File: config.mk
export PLATFORM = sky130hd
export DESIGN_NAME = adc_readout_port
export DESIGN_NICKNAME = d
export VERILOG_FILES = /design/src/rtl/adc_rd_pkg.sv /design/src/rtl/adc_rd_sync.sv /design/src/rtl/adc_rd_crc8.sv /design/src/rtl/adc_readout_port.sv
export SDC_FILE = /design/constraint.sdc
export NUM_CORES = 1
export LEC_CHECK = 0
export BUFFER_PORTS_ARGS = -buffer_cell sky130_fd_sc_hd__buf_2
export CAP_MARGIN = 20
export CELL_PAD_IN_SITES_DETAIL_PLACEMENT = 0
export CELL_PAD_IN_SITES_GLOBAL_PLACEMENT = 1
export CORE_MARGIN = 4
export CORE_UTILIZATION = 49
export DETAILED_ROUTE_END_ITERATION = 10
export PLACE_DENSITY_LB_ADDON = 0.1
export SLEW_MARGIN = 20
export SYNTH_ARGS = -nofsm -noshare
export SYNTH_HDL_FRONTEND = slang
export SYNTH_HIERARCHICAL = 1
export SYNTH_SLANG_ARGS = --single-unit
export TNS_END_PERCENT = 30
File: constraint.sdc
create_clock -name clk -period 4.55 [get_ports clk]
set_clock_uncertainty 0.05 [all_clocks]
set_input_delay 0.2275 -clock clk [delete_from_list [all_inputs] [get_ports clk]]
set_output_delay 0.2275 -clock clk [all_outputs]
set_load 0.03 [all_outputs]
File: src/rtl/adc_rd_pkg.sv
package adc_rd_pkg;
   localparam logic [7:0] CRC8_POLY = 8'h07;
   localparam logic [7:0] CRC8_INIT = 8'hFF;
   localparam int unsigned CRC8_W   = 8;
endpackage

File: src/rtl/adc_rd_sync.sv
module adc_rd_sync #(
   parameter int unsigned    W       = 1,
   parameter int unsigned    STAGES  = 2,
   parameter logic [W-1:0]   RST_VAL = '0
) (
   input  logic         clk,
   input  logic         rst_n,
   input  logic [W-1:0] d,
   output logic [W-1:0] q
);
   logic [STAGES-1:0][W-1:0] stg_q;

   generate
      if (STAGES == 1) begin : g_single
         always_ff @(posedge clk or negedge rst_n) begin
            if (!rst_n) stg_q <= RST_VAL;
            else        stg_q <= d;
         end
      end else begin : g_chain
         always_ff @(posedge clk or negedge rst_n) begin
            if (!rst_n) stg_q <= {STAGES{RST_VAL}};
            else        stg_q <= {stg_q[STAGES-2:0], d};
         end
      end
   endgenerate

   assign q = stg_q[STAGES-1];
endmodule

File: src/rtl/adc_rd_crc8.sv
module adc_rd_crc8 #(
   parameter int unsigned N = 16
) (
   input  logic [N-1:0] din,
   output logic [7:0]   crc
);
   import adc_rd_pkg::*;

   always_comb begin
      logic [7:0] c;
      logic       fb;
      c = CRC8_INIT;
      for (int i = N - 1; i >= 0; i--) begin
         fb = c[7] ^ din[i];
         c  = {c[6:0], 1'b0} ^ (fb ? CRC8_POLY : 8'h00);
      end
      crc = c;
   end
endmodule

File: src/rtl/adc_readout_port.sv
module adc_readout_port #(
   parameter int unsigned DATA_W      = 24,
   parameter int unsigned STAT_W      = 16,
   parameter int unsigned CMD_W       = 16,
   parameter int unsigned SYNC_STAGES = 2
) (
   input  logic              clk,
   input  logic              rst_n,
   input  logic              cfg_status_en,
   input  logic              cfg_crc_en,
   input  logic              res_valid,
   input  logic [DATA_W-1:0] res_data,
   input  logic              reg_rd_req,
   input  logic [DATA_W-1:0] reg_rd_data,
   input  logic              spi_cs_n,
   input  logic              spi_sclk,
   input  logic              spi_sdi,
   output logic              spi_sdo,
   output logic              spi_sdo_oe,
   output logic              drdy_n,
   output logic              crc_fault_n
);
   import adc_rd_pkg::*;

   localparam int unsigned FW   = STAT_W + DATA_W + CRC8_W;
   localparam int unsigned RX_W = CMD_W + CRC8_W;
   localparam int unsigned CW   = $clog2(FW + 1);
   localparam logic [CW-1:0] END_PLAIN = CW'(8);
   localparam logic [CW-1:0] END_HDR   = CW'(STAT_W + 8);
   localparam logic [CW-1:0] RX_END    = CW'(RX_W);
   localparam logic [CW-1:0] CNT_MAX   = CW'(FW);

   generate
      if (DATA_W % 8 != 0 || DATA_W < 8) begin : g_bad_data_w
         $error("DATA_W must be a non-zero multiple of 8");
      end
      if (CMD_W % 8 != 0 || CMD_W < 8) begin : g_bad_cmd_w
         $error("CMD_W must be a non-zero multiple of 8");
      end
      if (STAT_W < 2) begin : g_bad_stat_w
         $error("STAT_W must hold the fresh and fault bits");
      end
      if (SYNC_STAGES < 1) begin : g_bad_sync
         $error("SYNC_STAGES must be at least 1");
      end
   endgenerate

   // pin synchronisation and edge detection
   logic [2:0] s_vec;
   logic       s_cs_n, s_sclk, s_sdi;
   logic       prev_cs_n, prev_sclk;

   adc_rd_sync #(.W(3), .STAGES(SYNC_STAGES), .RST_VAL(3'b100)) u_sync (
      .clk   (clk),
      .rst_n (rst_n),
      .d     ({spi_cs_n, spi_sclk, spi_sdi}),
      .q     (s_vec)
   );
   assign {s_cs_n, s_sclk, s_sdi} = s_vec;

   always_ff @(posedge clk or negedge rst_n) begin
      if (!rst_n) begin
         prev_cs_n <= 1'b1;
         prev_sclk <= 1'b0;
      end else begin
         prev_cs_n <= s_cs_n;
         prev_sclk <= s_sclk;
      end
   end

   logic frame_start, frame_end, sclk_rise, sclk_fall;
   assign frame_start = prev_cs_n & ~s_cs_n;
   assign frame_end   = ~prev_cs_n & s_cs_n;
   assign sclk_rise   = ~s_cs_n & ~prev_sclk & s_sclk;
   assign sclk_fall   = ~s_cs_n & prev_sclk & ~s_sclk;

   // result buffer and ready tracking
   logic [DATA_W-1:0] hold_q;
   logic              fresh_q, drdy_q, snap_new_q;
   logic [CW-1:0]     fall_cnt_q, fall_cnt_nx;
   logic [CW-1:0]     msb_end;
   logic              release_now;

   assign fall_cnt_nx = (fall_cnt_q == CNT_MAX) ? fall_cnt_q : fall_cnt_q + CW'(1);
   assign msb_end     = cfg_status_en ? END_HDR : END_PLAIN;
   assign release_now = sclk_fall & snap_new_q & (fall_cnt_nx == msb_end);

   always_ff @(posedge clk or negedge rst_n) begin
      if (!rst_n) begin
         hold_q  <= '0;
         fresh_q <= 1'b0;
         drdy_q  <= 1'b1;
      end else if (res_valid) begin
         hold_q  <= res_data;
         fresh_q <= 1'b1;
         drdy_q  <= 1'b0;
      end else if (release_now) begin
         fresh_q <= 1'b0;
         drdy_q  <= 1'b1;
      end
   end

   // register-read substitution
   logic reg_seen_q, reg_pend_q;
   always_ff @(posedge clk or negedge rst_n) begin
      if (!rst_n) begin
         reg_seen_q <= 1'b0;
         reg_pend_q <= 1'b0;
      end else begin
         if (frame_end) begin
            reg_pend_q <= reg_seen_q | reg_rd_req;
            reg_seen_q <= 1'b0;
         end else begin
            if (frame_start) reg_pend_q <= 1'b0;
            if (reg_rd_req && !s_cs_n) reg_seen_q <= 1'b1;
         end
      end
   end

   // frame assembly
   logic [DATA_W-1:0] pay_nx;
   logic [STAT_W-1:0] hdr_nx;
   logic              new_nx;
   logic [7:0]        crc_hd, crc_d, crc_out;
   logic [FW-1:0]     tx_nx, tx_q;
   logic              crc_fault_q;

   assign pay_nx = reg_pend_q ? reg_rd_data : hold_q;
   assign new_nx = ~reg_pend_q & fresh_q;
   assign hdr_nx = {new_nx, crc_fault_q, {(STAT_W-2){1'b0}}};

   adc_rd_crc8 #(.N(STAT_W + DATA_W)) u_crc_hd (.din({hdr_nx, pay_nx}), .crc(crc_hd));
   adc_rd_crc8 #(.N(DATA_W))          u_crc_d  (.din(pay_nx),           .crc(crc_d));

   always_comb begin
      crc_out = cfg_crc_en ? (cfg_status_en ? crc_hd : crc_d) : 8'h00;
      if (cfg_status_en) tx_nx = {hdr_nx, pay_nx, crc_out};
      else               tx_nx = {pay_nx, crc_out, {STAT_W{1'b0}}};
   end

   logic sdo_q;
   always_ff @(posedge clk or negedge rst_n) begin
      if (!rst_n) begin
         tx_q       <= '0;
         sdo_q      <= 1'b0;
         snap_new_q <= 1'b0;
         fall_cnt_q <= '0;
      end else begin
         if (frame_start) begin
            tx_q       <= tx_nx;
            fall_cnt_q <= '0;
         end else begin
            if (sclk_rise) begin
               sdo_q <= tx_q[FW-1];
               tx_q  <= {tx_q[FW-2:0], 1'b0};
            end
            if (sclk_fall) fall_cnt_q <= fall_cnt_nx;
         end
         if (res_valid || release_now) snap_new_q <= 1'b0;
         else if (frame_start)         snap_new_q <= new_nx;
      end
   end

   // command capture and input CRC check
   logic [RX_W-1:0] rx_q;
   logic [7:0]      crc_rx;
   logic            rx_ok;

   adc_rd_crc8 #(.N(CMD_W)) u_crc_rx (.din(rx_q[RX_W-1:CRC8_W]), .crc(crc_rx));
   assign rx_ok = (fall_cnt_q >= RX_END) && (crc_rx == rx_q[CRC8_W-1:0]);

   always_ff @(posedge clk or negedge rst_n) begin
      if (!rst_n) begin
         rx_q        <= '0;
         crc_fault_q <= 1'b1;
      end else begin
         if (frame_start) rx_q <= '0;
         else if (sclk_fall && fall_cnt_q < RX_END) rx_q <= {rx_q[RX_W-2:0], s_sdi};
         if (frame_end) crc_fault_q <= cfg_crc_en ? rx_ok : 1'b1;
      end
   end

   assign spi_sdo     = sdo_q;
   assign spi_sdo_oe  = ~spi_cs_n;
   assign drdy_n      = drdy_q;
   assign crc_fault_n = crc_fault_q;


   drdy_fall_chk: assert property (@(posedge clk) disable iff (!rst_n)
      $fell(drdy_q) |-> $past(res_valid));

   drdy_rise_chk: assert property (@(posedge clk) disable iff (!rst_n)
      $rose(drdy_q) |-> $past(sclk_fall && !s_cs_n));

   hold_stable_chk: assert property (@(posedge clk) disable iff (!rst_n)
      !$stable(hold_q) |-> $past(res_valid));

   sdo_edge_chk: assert property (@(posedge clk) disable iff (!rst_n)
      !$stable(sdo_q) |-> $past(sclk_rise));

   fault_update_chk: assert property (@(posedge clk) disable iff (!rst_n)
      !$stable(crc_fault_q) |-> $past(frame_end));
endmodule

# Word level (Yosys, flattened, before mapping)
# Index checks and enable logic that the tools add are counted.
dict set report op_classes {
  addsub 1
  mul 0
  n_div 0
  magnitude_cmp 2
  eq_ne 3
  shifts 0
  n_mux 103
  bitwise 160
  n_reduce_logical 13
}
# op n
set op_table {}
lappend op_table {{$xor 8x8->8} 77}
lappend op_table {{$mux 3} 80}
lappend op_table {{$mux 48} 3}
lappend op_table {{$mux 24} 3}
lappend op_table {{$xor 1x1->1} 63}
lappend op_table {{$not 7->7} 3}
lappend op_table {{$mux 6} 3}
lappend op_table {{$mux 8} 2}
lappend op_table {{$reduce_bool 2->1} 7}
lappend op_table {{$mux 1} 11}
lappend op_table {{$and 1x1->1} 9}
lappend op_table {{$eq 8x8->1} 1}
lappend op_table {{$not 1->1} 7}
lappend op_table {{$add 6x1->6 const B} 1}
lappend op_table {{$eq 6x5->1} 1}
lappend op_table {{$eq 6x6->1 const B} 1}
lappend op_table {{$ge 6x5->1 const B} 1}
lappend op_table {{$lt 6x5->1 const B} 1}
lappend op_table {{$mux 5} 1}
lappend op_table {{$logic_and 1x1->1} 3}
lappend op_table {{$reduce_and 2->1} 1}
lappend op_table {{$logic_not 1->1} 1}
lappend op_table {{$logic_or 1x1->1} 1}
lappend op_table {{$or 1x1->1} 1}
dict set report totals {
  reg_bits 117
  latch_bits 0
  ramBits 0
  mem_bits_ro 0
  in_bits 57
  out_inout_bits 4
  wordCells 297
  n_memories 0
}

# Depth between registers and ports, before layout
dict set report depth {
  ltp_word 111
  ltp_mapped 13
  mapped_depth_nobuf 11
}

# Modules after synthesis
# The synthesis kept the hierarchy.
# module n_inst cells_each area_each_um2 seq_area_each_um2
set by_module_without_submodules {}
lappend by_module_without_submodules {adc_readout_port 1 522 5581.6 2781.4}
lappend by_module_without_submodules {{adc_rd_crc8 (u_crc_hd)} 1 80 1096.1 0.0}
lappend by_module_without_submodules {{adc_rd_crc8 (u_crc_d)} 1 48 626.9 0.0}
lappend by_module_without_submodules {{adc_rd_crc8 (u_crc_rx)} 1 30 361.6 0.0}
lappend by_module_without_submodules {adc_rd_sync 1 9 175.2 152.6}

# Worst setup path before layout
# No wires, ideal clock.
dict set report synth_path {
  path_type {register -> register}
  startpoint {register reg_pend_q}
  endpoint {register tx_q[3]}
  setup_ns 0.137
  arrival_time_ns 3.649
  required_ns 4.363
  slack_ns 0.714
  stages_incl_launch_ff 13
  n_path_buf 2
  synth_period_minus_slack_ns 3.836
  path_cell_list {dfrtp_1 > buf_2 > buf_1 > o21ai_0 > xnor3_1 > xnor2_1 > xnor3_1 > xor2_1 > xnor3_2 > xnor3_2 > xor3_1 > nand2_1 > o21ai_0}
}
dict set report synth_via {
  word_cells_on_any_way 154
  classes_between {51 x mux; 103 x bitwise}
}
# element line_no
set synth_rtl {}
lappend synth_rtl {{from (decl)} adc_readout_port.sv:104} ;# logic reg_seen_q, reg_pend_q;
lappend synth_rtl {{from (signal assigned)} adc_readout_port.sv:111} ;# reg_pend_q <= reg_seen_q | reg_rd_req;
lappend synth_rtl {{$mux 24 (*)} adc_readout_port.sv:128} ;# assign pay_nx = reg_pend_q ? reg_rd_data : hold_q;
lappend synth_rtl {{net pay_nx[23]} adc_readout_port.sv:121} ;# logic [DATA_W-1:0] pay_nx;
lappend synth_rtl {{$xor 1x1->1 (*)} adc_rd_crc8.sv:14} ;# fb = c[7] ^ din[i];
lappend synth_rtl {{$mux 3 (*)} adc_rd_crc8.sv:15} ;# c = {c[6:0], 1'b0} ^ (fb ? CRC8_POLY : 8'h00);
lappend synth_rtl {{$xor 8x8->8 (*) (6 in series)} adc_rd_crc8.sv:15}
lappend synth_rtl {{$xor 1x1->1 or $xor 8x8->8 (tied branches)} {adc_rd_crc8.sv:14, adc_rd_crc8.sv:15}}
lappend synth_rtl {{$mux 3 (tied with other cells)} adc_rd_crc8.sv:15}
lappend synth_rtl {{$xor 8x8->8 (*) (6 in series)} adc_rd_crc8.sv:15}
lappend synth_rtl {{(+2 left out)} n/a}
lappend synth_rtl {{$xor 8x8->8 (*) (8 in series)} adc_rd_crc8.sv:15}
lappend synth_rtl {{$xor 1x1->1 or $xor 8x8->8 (tied branches)} {adc_rd_crc8.sv:14, adc_rd_crc8.sv:15}}
lappend synth_rtl {{$mux 3 (tied with other cells)} adc_rd_crc8.sv:15}
lappend synth_rtl {{$xor 8x8->8 (*) (4 in series)} adc_rd_crc8.sv:15}
lappend synth_rtl {{net crc_hd[3]} adc_readout_port.sv:124} ;# logic [7:0] crc_hd, crc_d, crc_out;
lappend synth_rtl {{$mux 8 (*) (2 in series)} adc_readout_port.sv:136} ;# crc_out = cfg_crc_en ? (cfg_status_en ? crc_hd : crc_d) : 8'h00;
lappend synth_rtl {{$mux 48 (*)} adc_readout_port.sv:137} ;# if (cfg_status_en) tx_nx = {hdr_nx, pay_nx, crc_out};
lappend synth_rtl {{$mux 48 (*)} adc_readout_port.sv:149} ;# if (frame_start) begin
lappend synth_rtl {{to (signal assigned)} adc_readout_port.sv:150} ;# tx_q <= tx_nx;
lappend synth_rtl {{to (signal assigned)} adc_readout_port.sv:155} ;# tx_q <= {tx_q[FW-2:0], 1'b0};
lappend synth_rtl {{to (decl)} adc_readout_port.sv:125} ;# logic [FW-1:0] tx_nx, tx_q;
# Mark *: on every way through the listed nets, which the timed path passes. The rest lies on a longest branch.
# A chain may end at the register's enable or synchronous reset.

# Final worst setup path
# Same ends and word-level chain as after synthesis.

==> impl_metrics.ini <==
[final_layout]
stdcell_count = 1006
utilization_pct = 59.8
num_antenna_cells = 0
area_growth_pct = 17.6
layout.nets = 843
fin_area_um2 = 9230
drive_above_1_share_pct = 25.0
n_fill_cell = 1321
layout_common_cells = dfrtp_1, xnor2_1, nand2_1, buf_2, mux2_2
layout_commonest_cell = dfrtp_1

[grt]
grt_start_max_net_pins = 80
grt_usage_pct = 21.3
antenna_found_initial = 0
grt_pass1_vias = 5571
overflow = 0
grt_first_pass_wirelength_um = 30000

[synthesis]
seq_area_frac_synth_pct = 37.4
syn_area_um2 = 7840
synth-edff-count = 0
syn_inst = 689
yosys_warnings = 6
synthArstFlopShare_pct = 100
ys_top_cells_by_area = dfrtp_1, xnor2_1, xnor3_1, mux2_2, mux2i_1
yosys_register_bits = 117
synth_top_area_share_pct = 35.7
syn_avg_cell_area_um2 = 11.4
synth_flop_cell = dfrtp_1
ys_types = 54
synth_top_cell_by_area = dfrtp_1

[sta]
finalSetupViolCount = 0
rsz0062_at_grt = false
slew_violations = 0
layout_setup_ws_ns = 0.642
worst_pin_slew_ns = 1.05
finalHoldViolations = 0
fin_setup_tns_ns = 0
post-route-period-util_pct = 85.9
min_period_ns = 3.91
fmax_ghz = 0.256
relSlewSlack_pct = 30.0

[flow_run]
maxCapViolations = 0

[cts]
htreeDepth = 4
clk_pin_slew_ns = 0.05
cts_hold_buf = 25
clock_latency_ns = 0.41
post-cts-setup-buffers = 0
ctsResizeCount = 0
cts_tree = built
cts_buffers = 17
cts.sinks = 117
cts-root-buf = clkbuf_16
cts_max_path_buffers = 2

[placed_design]
dp.cells = 949
port_buffers = 60
globalplace.congestion = 0.882
placed_area_um2 = 8330
dp_slack_ns = 0.657
post-dp-hpwl_um = 12500

[routing]
dr.pass1.iters = 5
wl_per_cell_um = 18.0
drc_errors = 0
drt-total-wl_um = 18100
initialDrtViolationCount = 277
vias = 5267
ant_nets = 0
vias_per_cell = 5.24

[worst_hold_path]
hold_class = primary input to flip-flop
min_from = res_data[16]

[critical_path]
timing.rr.start = reg_pend_q
cp-startpoint = reg_pend_q
cp_data_arrival_time_ns = 4.12
path_max_fanout = 20
worstSetupPathType = flip-flop to flip-flop
required_ns = 4.76
endpoint_kind = flip-flop
r2r_slack_ns = 0.64
critPathLaunchType = flip-flop

[floorplan]
chipWidth_um = 135
initial_core_util_pct = 50.8
core_um2 = 15400
io_pins = 61
die_h_um = 135
rows = 45
die_area_um2 = 18100

[power]
power_leakage_nw = 4.07
power_density_nw_per_um2 = 688
irDropWorstVdd_v = 0.00129

[outcome]
status = complete, no violations
flip-flops by register name (all words and copies together), names as in the netlist:
name          flops
snap_new_q        1
reg_seen_q        1
tx_q             48
prev_cs_n         1
prev_sclk         1
crc_fault_n       1
fresh_q           1
reg_pend_q        1
drdy_n            1
u_sync/q          3
rx_q             24
hold_q           24
u_sync/stg_q      3
fall_cnt_q        6
spi_sdo           1
logic make-up after synthesis:
logic type	after synthesis	synth area share, %
xor gates and xnor gates	173	28.3
and+or+nand+nor	139	8.20
DFF	117	37.4
AOI/OAI and AO/OA	101	7.87
muxes	93	13.9
buffers and inverters	61	3.67
adders and majority gates	4	0.638
other	1	0.0478
through the flow:
step | power [W] | hold slack [ns]
floorplan | 0.00435 | -0.118
global placement | 0.00483 | 0.286
detailed placement | 0.00486 | 0.289
CTS | 0.00638 | 0.00289
global route | 0.00672 | 0.0104
finish | 0.00634 | 0.0185
critical path, cell delays in order, from the launching register on:
cell	delay [ns]
dfrtp_1	0.42
buf_4	0.32
nand2_1	0.12
o21ai_0	0.33
xnor3_1	0.47
xnor2_1	0.30
xnor3_1	0.29
xor2_1	0.26
xnor3_2	0.42
xnor3_2	0.27
xor3_1	0.35
nand2_1	0.06
o21ai_0	0.07
layout make-up:
type	count	area, um^2	share of cell area (%)
tap	211	264	2.86
timing repair buffer	90	594	6.44
sequential	117	2930	31.8
multi-input combinational	538	4730	51.3
clock buffer	23	488	5.29
clock inverter	9	149	1.61
inverter	18	67.6	0.732
cell usage after synthesis, types with 3 or more instances:
master	n
mux4_2	8
a221oi_1	8
o22ai_1	9
nor2_1	11
a21oi_1	23
o21ai_0	36
clkbuf_1	19
a21oi_2	10
inv_1	17
xnor3_2	6
buf_6	3
nand2_2	10
buf_2	11
ha_1	4
mux2i_1	38
buf_1	6
xor2_2	6
xor3_1	5
a31oi_1	9
dfstp_2	5
xnor2_2	3
nor3_1	4
xnor2_1	84
nand3_1	12
dfrtp_1	112
buf_4	3
xnor3_1	29
nand2b_1	7
xor2_1	36
nand2_1	80
mux2_2	47
layer usage:
layer / track usage [%] / routed length [um]
met1: 30.2 / 8420
met2: 33.2 / 8510
met3: 5.03 / 907
met4: 5.71 / 226
met5: 0 / 0
final timing paths:
path                               end  cells past startpoint
hold / removal              hold_q[16]                      2
min in group asynchronous    hold_q[3]                      2
setup / recovery               tx_q[3]                     12
setup reg to reg               tx_q[3]                     12
hold reg to reg            u_sync/q[1]                      0
max in group asynchronous     tx_q[39]                      3
power by group:
part	internal [W]	switching, W	total (W)
sequential	0.00118	0.0000874	0.00127
clock	0.000972	0.000473	0.00144
combinational	0.00211	0.00151	0.00363
(Power assumes the default switching activity.)
